## config.mk

```make
export PLATFORM = sky130hd
export DESIGN_NAME = swallow_div
export DESIGN_NICKNAME = d
export VERILOG_FILES = /design/src/rtl/swallow_pkg.sv /design/src/rtl/swallow_word_split.sv /design/src/rtl/swallow_ctrl.sv /design/src/rtl/swallow_dp.sv /design/src/rtl/swallow_div.sv
export SDC_FILE = /design/constraint.sdc
export NUM_CORES = 1
export LEC_CHECK = 0
export ABC_AREA = 1
export BUFFER_PORTS_ARGS = -buffer_cell sky130_fd_sc_hd__buf_2
export CORE_ASPECT_RATIO = 0.7
export CORE_UTILIZATION = 52
export CTS_BUF_LIST = sky130_fd_sc_hd__clkbuf_8
export DETAILED_ROUTE_END_ITERATION = 6
export PLACE_DENSITY_LB_ADDON = 0.3
export SLEW_MARGIN = 30
export SYNTH_ARGS = -nofsm -noshare
export SYNTH_HDL_FRONTEND = slang
export SYNTH_SLANG_ARGS = --single-unit
```

## constraint.sdc

```tcl
create_clock -name fin -period 1.53 [get_ports fin]
set_input_delay 0.153 -clock fin [delete_from_list [all_inputs] [get_ports fin]]
set_output_delay 0.153 -clock fin [all_outputs]
set_load 0.01 [all_outputs]
```

## src/rtl/swallow_pkg.sv

```systemverilog
package swallow_pkg;

  // Strobes from control to datapath, one set per fin edge.
  typedef struct packed {
    logic reload;   // load both counters from the decoded program word
    logic advance;  // step the counters down by one prescaler period
  } swallow_strobe_t;

endpackage

```

## src/rtl/swallow_word_split.sv

```systemverilog
// Splits the binary NT word into the N and A load values according to the
// selected prescaler modulus. One variant per allowed P is built and muxed.
module swallow_word_split #(
  parameter int N_W     = 10,
  parameter int MIN_LOG = 3,
  parameter int NUM_P   = 4,
  parameter int A_W     = 7,
  parameter int WORD_W  = 16,
  parameter int PSEL_W  = 2
) (
  input  logic [WORD_W-1:0] progWord,
  input  logic [PSEL_W-1:0] pSel,
  output logic [N_W-1:0]    nLoad,
  output logic [A_W-1:0]    aLoad
);

  logic [N_W-1:0] nOpt [NUM_P];
  logic [A_W-1:0] aOpt [NUM_P];

  for (genvar g = 0; g < NUM_P; g++) begin : g_mode
    localparam int LOGP = MIN_LOG + g;
    // N takes the bits directly above the swallow field.
    assign nOpt[g] = progWord[LOGP +: N_W];
    // A keeps only its low LOGP bits; everything above is forced to zero.
    assign aOpt[g] = {{(A_W-LOGP){1'b0}}, progWord[LOGP-1:0]};
  end

  assign nLoad = nOpt[pSel];
  assign aLoad = aOpt[pSel];

endmodule

```

## src/rtl/swallow_ctrl.sv

```systemverilog
// Cycle control: decides on each fin edge whether the counters reload or
// step, and registers the divided output pulse.
module swallow_ctrl
  import swallow_pkg::*;
(
  input  logic            fin,
  input  logic            rst,
  input  logic            nLast,
  output swallow_strobe_t stb,
  output logic            divOut
);

  always_comb begin
    stb.reload  = rst | nLast;
    stb.advance = ~(rst | nLast);
  end

  always_ff @(posedge fin) begin
    if (rst) divOut <= 1'b0;
    else     divOut <= nLast;
  end

  // a pulse only follows the edge on which the main counter terminated
  p_pulse_follows_term_r8: assert property (@(posedge fin) disable iff (rst)
    divOut |-> $past(nLast));

  // the terminal edge always produces a pulse on the next period
  p_term_makes_pulse_r8: assert property (@(posedge fin) disable iff (rst)
    nLast |=> divOut);

endmodule

```

## src/rtl/swallow_dp.sv

```systemverilog
// Datapath: main (N) and swallow (A) down-counters clocked by fin.
module swallow_dp
  import swallow_pkg::*;
#(
  parameter int N_W = 10,
  parameter int A_W = 7
) (
  input  logic            fin,
  input  logic            rst,
  input  swallow_strobe_t stb,
  input  logic [N_W-1:0]  nLoad,
  input  logic [A_W-1:0]  aLoad,
  output logic            nLast,
  output logic            modCtl
);

  logic [N_W-1:0] nCnt;
  logic [A_W-1:0] aCnt;

  always_ff @(posedge fin) begin
    if (stb.reload) begin
      nCnt <= nLoad;
      aCnt <= aLoad;
    end else if (stb.advance) begin
      nCnt <= nCnt - 1'b1;
      if (aCnt != '0) aCnt <= aCnt - 1'b1;
    end
  end

  // The last period of a cycle is the one with one count left.
  assign nLast  = (nCnt <= N_W'(1));
  // P+1 is requested while swallow periods remain.
  assign modCtl = (aCnt != '0);

  // the main counter steps by exactly one per prescaler period
  p_n_step_r4: assert property (@(posedge fin) disable iff (rst)
    !stb.reload |=> nCnt == $past(nCnt) - 1'b1);

  // the swallow counter steps while non-zero
  p_a_step_r4: assert property (@(posedge fin) disable iff (rst)
    (!stb.reload && aCnt != '0) |=> aCnt == $past(aCnt) - 1'b1);

  // an exhausted swallow counter stays at zero until reload
  p_a_hold_r5: assert property (@(posedge fin) disable iff (rst)
    (!stb.reload && aCnt == '0) |=> aCnt == '0);

  // reload captures the decoded program word
  p_load_r7: assert property (@(posedge fin) disable iff (rst)
    stb.reload |=> (nCnt == $past(nLoad) && aCnt == $past(aLoad)));

  // the swallow counter top bit is never set
  p_a_upper_zero_r2: assert property (@(posedge fin) disable iff (rst)
    aCnt[A_W-1] == 1'b0);

endmodule

```

## src/rtl/swallow_div.sv

```systemverilog
// Thin top: program word split, cycle control and counter datapath.
module swallow_div
  import swallow_pkg::*;
#(
  parameter int  N_W     = 10,
  parameter int  MIN_LOG = 3,
  parameter int  NUM_P   = 4,
  localparam int MAX_LOG = MIN_LOG + NUM_P - 1,
  localparam int A_W     = MAX_LOG + 1,
  localparam int WORD_W  = N_W + MAX_LOG,
  localparam int PSEL_W  = (NUM_P > 1) ? $clog2(NUM_P) : 1
) (
  input  logic              fin,
  input  logic              rst,
  input  logic [WORD_W-1:0] progWord,
  input  logic [PSEL_W-1:0] pSel,
  output logic              modCtl,
  output logic              divOut
);

  logic [N_W-1:0]  nLoad;
  logic [A_W-1:0]  aLoad;
  logic            nLast;
  swallow_strobe_t stb;

  swallow_word_split #(
    .N_W(N_W), .MIN_LOG(MIN_LOG), .NUM_P(NUM_P),
    .A_W(A_W), .WORD_W(WORD_W), .PSEL_W(PSEL_W)
  ) u_split (
    .progWord(progWord),
    .pSel    (pSel),
    .nLoad   (nLoad),
    .aLoad   (aLoad)
  );

  swallow_ctrl u_ctrl (
    .fin   (fin),
    .rst   (rst),
    .nLast (nLast),
    .stb   (stb),
    .divOut(divOut)
  );

  swallow_dp #(.N_W(N_W), .A_W(A_W)) u_dp (
    .fin   (fin),
    .rst   (rst),
    .stb   (stb),
    .nLoad (nLoad),
    .aLoad (aLoad),
    .nLast (nLast),
    .modCtl(modCtl)
  );

endmodule

```

[Word level (Yosys, flattened, before mapping)]
Index checks and enable logic that the tools add are counted.
Cells by class
  add/sub/neg operators: 2
  magnitude comparators: 2
  mux-type cells: 9
  bitwise logic cells: 2
  reduce and logical (&&, ||, !) cells: 2
Operator list (count)
  10-bit two-way mux: 3
  7-bit two-way mux: 4
  10-bit binary-select mux with 2-bit select: 1
  7-bit binary-select mux with 2-bit select: 1
  10-bit by 1-bit <= comparator with 1-bit output (second input constant): 1
  10-bit by 1-bit subtractor with 10-bit output (second input constant): 1
  7-bit nonzero test: 1
  7-bit by 1-bit subtractor with 7-bit output (second input constant): 1
  3-bit >= comparator (second input constant): 1
  2-bit inverter with 3-bit output: 1
  2-bit nonzero test: 1
  1-bit bitwise OR: 1
Word-level totals
  bits in registers: 18
  bits of input ports: 20
  output and inout port bits: 2
  logic and storage cells: 20

[Depth between registers and ports, before layout]
Gate-level depths: netlist (run 1).
  depth after elaboration: 5
  depth in mapped cells: 10
  mapped depth without buffers: 9

[Cells and area by module]
From an unflattened synthesis (run 1), not the netlist that was laid out.
Unflattened totals
  cells, all modules: 224
  area total of the unflattened synthesis: 1493.9 um^2
Modules (own cells, without submodules)
  swallow_dp: times used 1, cells an instance 135, area each 1074.8 um^2, seq. area each 510.5 um^2
  swallow_word_split: times used 1, cells an instance 83, area each 380.4 um^2, seq. area each 0.0 um^2
  swallow_ctrl: times used 1, cells an instance 6, area each 38.8 um^2, seq. area each 20.0 um^2

[Worst setup path before layout (run 1)]
Ideal clock, no wire load.
  path kind: reg-to-reg
  start: register u_dp.nCnt[0]
  end: register u_dp.aCnt[0] (enable)
  library setup time: 268 ps
  arrival time: 1249 ps
  data required time: 1262 ps
  setup slack: 14 ps
  cell stages (with the launch flop): 8
  path buffers: 0
  period minus slack after synthesis: 1516 ps
  cells stage by stage: dfxtp_1 > inv_1 > ha_1 > inv_1 > nand2_1 > nand3_2 > o21bai_4 > or2_2
Between the ends
  longest elaborated chain between the ends: 3
Ends and longest elaborated chain
  from (decl): line swallow_dp.sv:17  | logic [N_W-1:0] nCnt;
  from (signal assigned): line swallow_dp.sv:22  | nCnt <= nLoad;
  from (signal assigned): line swallow_dp.sv:25  | nCnt <= nCnt - 1'b1;
  10-bit by 1-bit <= comparator with 1-bit output: line swallow_dp.sv:31  | assign nLast = (nCnt <= N_W'(1));
  1-bit bitwise OR: line swallow_ctrl.sv:14, swallow_ctrl.sv:15
  2-bit nonzero test (no line)
  to (signal assigned): line swallow_dp.sv:23  | aCnt <= aLoad;
  to (signal assigned): line swallow_dp.sv:26  | if (aCnt != '0) aCnt <= aCnt - 1'b1;
  to (decl): line swallow_dp.sv:18  | logic [A_W-1:0] aCnt;
Every way passes these cells.
A chain may end at the register's enable or synchronous reset.

[Final worst setup path (run 1)]
  start: register u_dp.nCnt[0]
  end: register u_dp.aCnt[3] (enable)
The elaborated chain is that of the path after synthesis.

==> results of run 1 <==
==> worst max-delay path: stages, from the launching register on <==
cell and delay (ps):
dfxtp_2 350, inv_2 80, ha_4 130, inv_1 30, nand2_1 60, nand3_2 110, o21bai_4 200, or2_4 210
==> cell type report <==
class	instances	area, sq um	area share, %
clock buffer	3	41.3	2.67
clock inverter	1	3.75	0.243
inverter	23	88.8	5.75
multi-input combinational	146	776	50.2
sequential	18	433	28.0
tap	32	40.0	2.59
timing repair buffer	27	161	10.5
==> per-layer routing <==
layer	vias up	wire, um	track usage, %
met2	37	1320	35.7
li1	659	-	-
met4	0	54	8.44
met1	536	1390	34.1
met3	6	148	5.37
met5	-	0	0
==> synthesized netlist by cell type, drive strengths merged <==
master   n  area [sq um]
o21ai   29           164
inv     22          82.6
or2      1          6.26
a21oi    4          20.0
nor2    16          65.1
nand4    1          6.26
o21bai   1          18.8
ha       4          50.1
dfxtp   11           220
xnor2    3          26.3
buf      6          48.8
edfxtp   7           210
nand3b   1          7.51
nand3    9          55.1
nor3     1          5.00
clkinv   1          3.75
and2     1          7.51
nand2   70           268
xor2     5          43.8
==> through the flow <==
stage               util [%]  worst slack [ps]  area, sq um  hold WS (ps)  total power, mW
finish                  68.3              62.4         1540           123             1.76
global route            68.3             0.460         1540           127             1.90
CTS                     66.1              23.6         1490           118             1.71
detailed placement      63.8             -8.14         1440           374             1.38
global placement        63.8              54.1         1440           370             1.34
floorplan                  -              13.5         1310           232             1.21
==> kinds of logic after synthesis <==
logic type / after synthesis / synth area share (%)
AO/OA/AOI/OAI: 34 / 15.5
buffers and inverters: 29 / 10.3
flip-flops: 18 / 32.9
adder cells (fa/ha/maj): 4 / 3.82
XOR/XNOR: 8 / 5.35
AND/OR/NAND/NOR: 100 / 32.1
==> path summary, 6_finish.rpt <==
path / start / to / slack, ps
hold / removal: rst / u_ctrl.divOut$_SDFF_PP0_ / 120
hold reg to reg: u_dp.nCnt[0]$_DFF_P_ / u_dp.nCnt[0]$_DFF_P_ / 500
setup reg to reg: u_dp.nCnt[0]$_DFF_P_ / u_dp.aCnt[3]$_DFFE_PP_ / 60
setup / recovery: u_dp.nCnt[0]$_DFF_P_ / u_dp.aCnt[3]$_DFFE_PP_ / 60
==> where the power goes <==
| part | internal (mW) | total [mW] | leakage (nW) | switching (mW) |
|---|---|---|---|---|
| sequential | 0.643 | 0.737 | 0.171 | 0.0941 |
| clock | 0.178 | 0.329 | 0.0269 | 0.151 |
| combinational | 0.286 | 0.699 | 0.559 | 0.413 |
==> registers in the layout, summed over array words and instances (netlist names) <==
| signal | cells |
|---|---|
| u_dp.aCnt | 7 |
| u_ctrl.divOut | 1 |
| u_dp.nCnt | 10 |
==> what timing repair did <==
action | in CTS | in global routing
pin swaps | 0 | 5
hold buffers | 0 | 0
buffers inserted | 0 | 1
resized for setup | 2 | 14
setup endpoints to repair | 8 | 20
==> layout by cell type, fill, tap and decap left out <==
cell / count
or2_4: 1
nand3_1: 7
dfxtp_1: 9
inv_1: 21
ha_2: 1
o21ai_2: 5
buf_8: 1
o21ai_1: 2
inv_2: 1
nand2_2: 2
nor2_1: 13
xnor2_1: 3
nand2_1: 68
inv_4: 1
a21oi_1: 4
o21bai_4: 1
nand3_2: 2
and2_2: 1
ha_1: 1
edfxtp_1: 7
nor3_1: 1
nand3b_1: 1
dfxtp_2: 2
o21ai_0: 22
clkinv_1: 1
buf_2: 21
nand4_1: 1
xor2_1: 5
clkbuf_8: 3
nor2_2: 3
buf_6: 1
buf_4: 4
ha_4: 2
==> out/metrics.cfg, run 1 <==
[detailed_routing]
remaining_drc_errors=0
via_count=1238
routedWlPerCell_um=11.6
antenna_left=0
drt_iter0_markers=61
routed_wl_um=2910
firstDrtPassIters=4
via_per_inst=4.95

[global_route]
track_usage_pct=24.0
grt_max_degree=20
antenna_found_initial=0
first_global_vias=1104
grt_remaining_overflow=0
grt_pass1_wl_um=4690

[worst_setup_path]
path_max_fanout=7
required_ps=1490
path_class=flip-flop to flip-flop
crit_arrival_ps=1430
worstRegToRegCells=7
worstSetupEndpointType=flip-flop
cp-start-kind=flip-flop

[sta]
final-setup-viol-count=0
tns_ps=0
finalMaxSlewViolations=0
min_period_over_period_pct=95.9
post-route-min-period_ps=1470
max-slew-margin-rel_pct=75.7
finalHoldViolCount=0
max_freq_mhz=681
fin_skew_ps=3.31
rsz0062_at_grt=no
worst_pin_slew_ps=365

[layout]
fillerInstances=177
layout-drive-gt1-share_pct=23.9
layout.nets=243
n_antenna_cell=0
area_delta_synth_final_pct=18.0
layout.cells.non_filler=250

[clock_network]
numClockSinks=18
cts_tree=built
insertion_delay_ps=250
cts_buffers=3
path_clk_slew_ps=60
h-tree-depth=1
ctsRootBufferMaster=clkbuf_8
clk_path_buf_depth=2

[floorplan]
rows=14
die_area_sq_mm=0.00272
die_h_um=44.0
core_area_sq_mm=0.00226
io_pins=22
start_util_pct=57.9
die_x_um=62.0

[yosys]
syn_inst=193
ys_seq_area_share_pct=32.9
syn-num-nets=217
synth_warnings=0
syn_area_per_cell_sq_um=6.78
synth_seq_cells=18
ys_types=25
synth.cell_area_sq_mm=0.00131

[power]
leakagePower_nw=0.757
p_per_area_mw_per_mm2=1140
ir_worst_vdd_uv=511

[placed_design]
gp_congestion=0.807
post-dp-hpwl_um=2180
post-place-cells=245
portBuffers=21

[flow_run]
maxCapViolations=0

[run_status]
status=completed

[worst_hold_path]
min_path_cells=2
hold_class=input port to flip-flop

(Power assumes the default switching activity.)
==> run 2: changes to the inputs <==
- REMOVE_ABC_BUFFERS: not set -> 1
==> run 2 against run 1 <==
Effect of this change: routed wire length grew 12%; non-clock buffer count grew 5; power grew 7.1%; final area grew 5.8%; clock power grew 3%; clock-buffer cell count is the same; via count grew 4.7%; critical endpoint is now modCtl.
==> out/metrics.cfg, run 2 (synthesized netlist as in run 1, its figures left out) <==
[layout]
largest-register=u_dp.nCnt
mostFrequentLayoutCell=nand2_1
n_antenna_cell=0  ; unchanged
area_delta_synth_final_pct=24.8
seqCellArea_sq_um=438  ; +1.2%
multi_input_area_sq_um=781  ; +0.65%
layout.nets=248  ; +2.1%
largest_reg_flops=10  ; unchanged
layout-drive-gt1-share_pct=25.6  ; +1.7 points
reg_top3=u_dp.nCnt: 10 flops, u_dp.aCnt: 7 flops, u_ctrl.divOut: 1 flops
fillerInstances=158  ; -11%
mostFrequentLayoutCells=67 x nand2_1, 23 x o21ai_0, 21 x buf_2, 20 x inv_1, 14 x nor2_1

[power]
ir_worst_vdd_uv=462  ; -9.6%
p_total_mw=1.89  ; +7.1%
leakagePower_nw=0.797  ; +5.3%
p_per_area_mw_per_mm2=1160  ; +1.3%

[detailed_routing]
routedWlPerCell_um=12.8  ; +10%
routed_wl_um=3270  ; +12%
drt_iter0_markers=92  ; +51%
firstDrtPassIters=4  ; unchanged
via_count=1296  ; +4.7%
via_per_inst=5.08  ; +2.6%
remaining_drc_errors=0  ; unchanged
antenna_left=0  ; unchanged

[sta]
finalHoldViolCount=0  ; unchanged
worst_pin_slew_ps=323  ; -42.1 ps
fin_skew_ps=4.05  ; +0.741 ps
post-route-min-period_ps=1520  ; +53.5 ps
max_freq_mhz=657  ; -3.5%
fin_ws_ps=8.94  ; -53.5 ps
finalMaxSlewViolations=0  ; unchanged
max-slew-margin-rel_pct=78.5  ; +2.8 points
min_period_over_period_pct=99.4  ; +3.5 points
final-setup-viol-count=0  ; unchanged

[worst_setup_path]
crit_path_start=u_dp.aCnt[2]$_DFFE_PP_
crit_path_max_incr_delay_ps=420  ; +70 ps
cp-start-kind=flip-flop
path_class=flip-flop to output port
r2r_start=u_dp.nCnt[1]$_DFF_P_
path_max_fanout=2  ; -5
required_ps=1380  ; -110 ps
crit_arrival_ps=1370  ; -60 ps
crit_chain=inv_1, nand2_1, nor2_1, nand3b_1, buf_2
worstSetupEndpointType=output port
critPathSlowestCell=edfxtp_1

[clock_network]
numClockSinks=18  ; unchanged
ctsRootBufferMaster=clkbuf_8
clk_path_buf_depth=2  ; unchanged
cts_buffers=3  ; unchanged
hold_buffers=0  ; unchanged
h-tree-depth=1  ; unchanged
insertion_delay_ps=250  ; about the same
path_clk_slew_ps=70  ; about the same
cts_tree=built

[placed_design]
post-dp-hpwl_um=2140  ; -1.8%
portBuffers=21  ; unchanged
gp_congestion=0.831  ; +2.9%
dp_worst_setup_slack_ps=15.1  ; +23.2 ps

[floorplan]
core_area_sq_mm=0.00226  ; unchanged
die_area_sq_mm=0.00272  ; unchanged
die_h_um=44.0  ; unchanged
die_x_um=62.0  ; unchanged
rows=14  ; unchanged
start_util_pct=57.9  ; unchanged
io_pins=22  ; unchanged

[global_route]
antenna_found_initial=0  ; unchanged
grt_remaining_overflow=0  ; unchanged
grt_max_degree=19  ; -5.0%
track_usage_pct=24.3  ; +0.26 points
first_global_vias=1140  ; +3.3%
grt_pass1_wl_um=4840  ; +3.1%

[worst_hold_path]
min-delay-start=rst
hold_class=input port to flip-flop

[run_status]
status=completed

[flow_run]
maxCapViolations=0  ; unchanged

## run 2: cell count changes in the layout (fill, tap and decap cells not counted), sizes merged
cell    change
buf         +4
clkbuf      +1
## run 2: worst paths after layout
kind,to,slack [ps],cells past startpoint
setup reg to reg,u_dp.aCnt[2]$_DFFE_PP_,20,7
hold reg to reg,u_dp.nCnt[0]$_DFF_P_,550,1
hold / removal,u_ctrl.divOut$_SDFF_PP0_,90,2
setup / recovery,modCtl,9,5
## run 2: area by class of cell
type / instances / share of cell area, %
Multi-Input combinational cell: 146 / 47.8
Inverter: 23 / 5.59
Tap cell: 32 / 2.45
Clock inverter: 1 / 0.230
Sequential cell: 18 / 26.8
Clock buffer: 3 / 2.53
Timing Repair Buffer: 32 / 14.6
## run 2: worst max-delay path: cells and delay by family, from the launching register on
family	cells	cell delay (ps)
simple gates	3	430
flops	1	420
buf+inv	2	260
## run 2: power breakdown
group / switching [mW] / total (mW) / internal [mW]
Clock: 0.160 / 0.338 / 0.178
Sequential: 0.101 / 0.746 / 0.644
Combinational: 0.474 / 0.807 / 0.333
## run 2: per-stage QoR
step	instances	instance area (sq um)	util (%)	setup TNS [ps]	hold WS [ps]
after floorplan	187	1260	-	-1850	232
after global placement	247	1460	64.5	0	364
after detailed placement	247	1460	64.5	0	356
after CTS	251	1510	66.6	0	99.7
after global routing	255	1630	72.3	-353	90.7
final	255	1630	72.3	0	90.6
## run 2: timing repair
action,in CTS,in global routing
buffers inserted,0,3
resized for setup,1,20
cloned,0,1
endpoints found under the setup margin,7,14
pin swaps,0,5
## run 2: routing by layer
metal / global-route usage, % / vias up / share of wire, %
li1: - / 670 / -
met1: 33.0 / 555 / 45
met2: 39.6 / 67 / 48
met3: 4.18 / 4 / 6.1
met4: 6.67 / 0 / 1.1
met5: 0 / - / 0
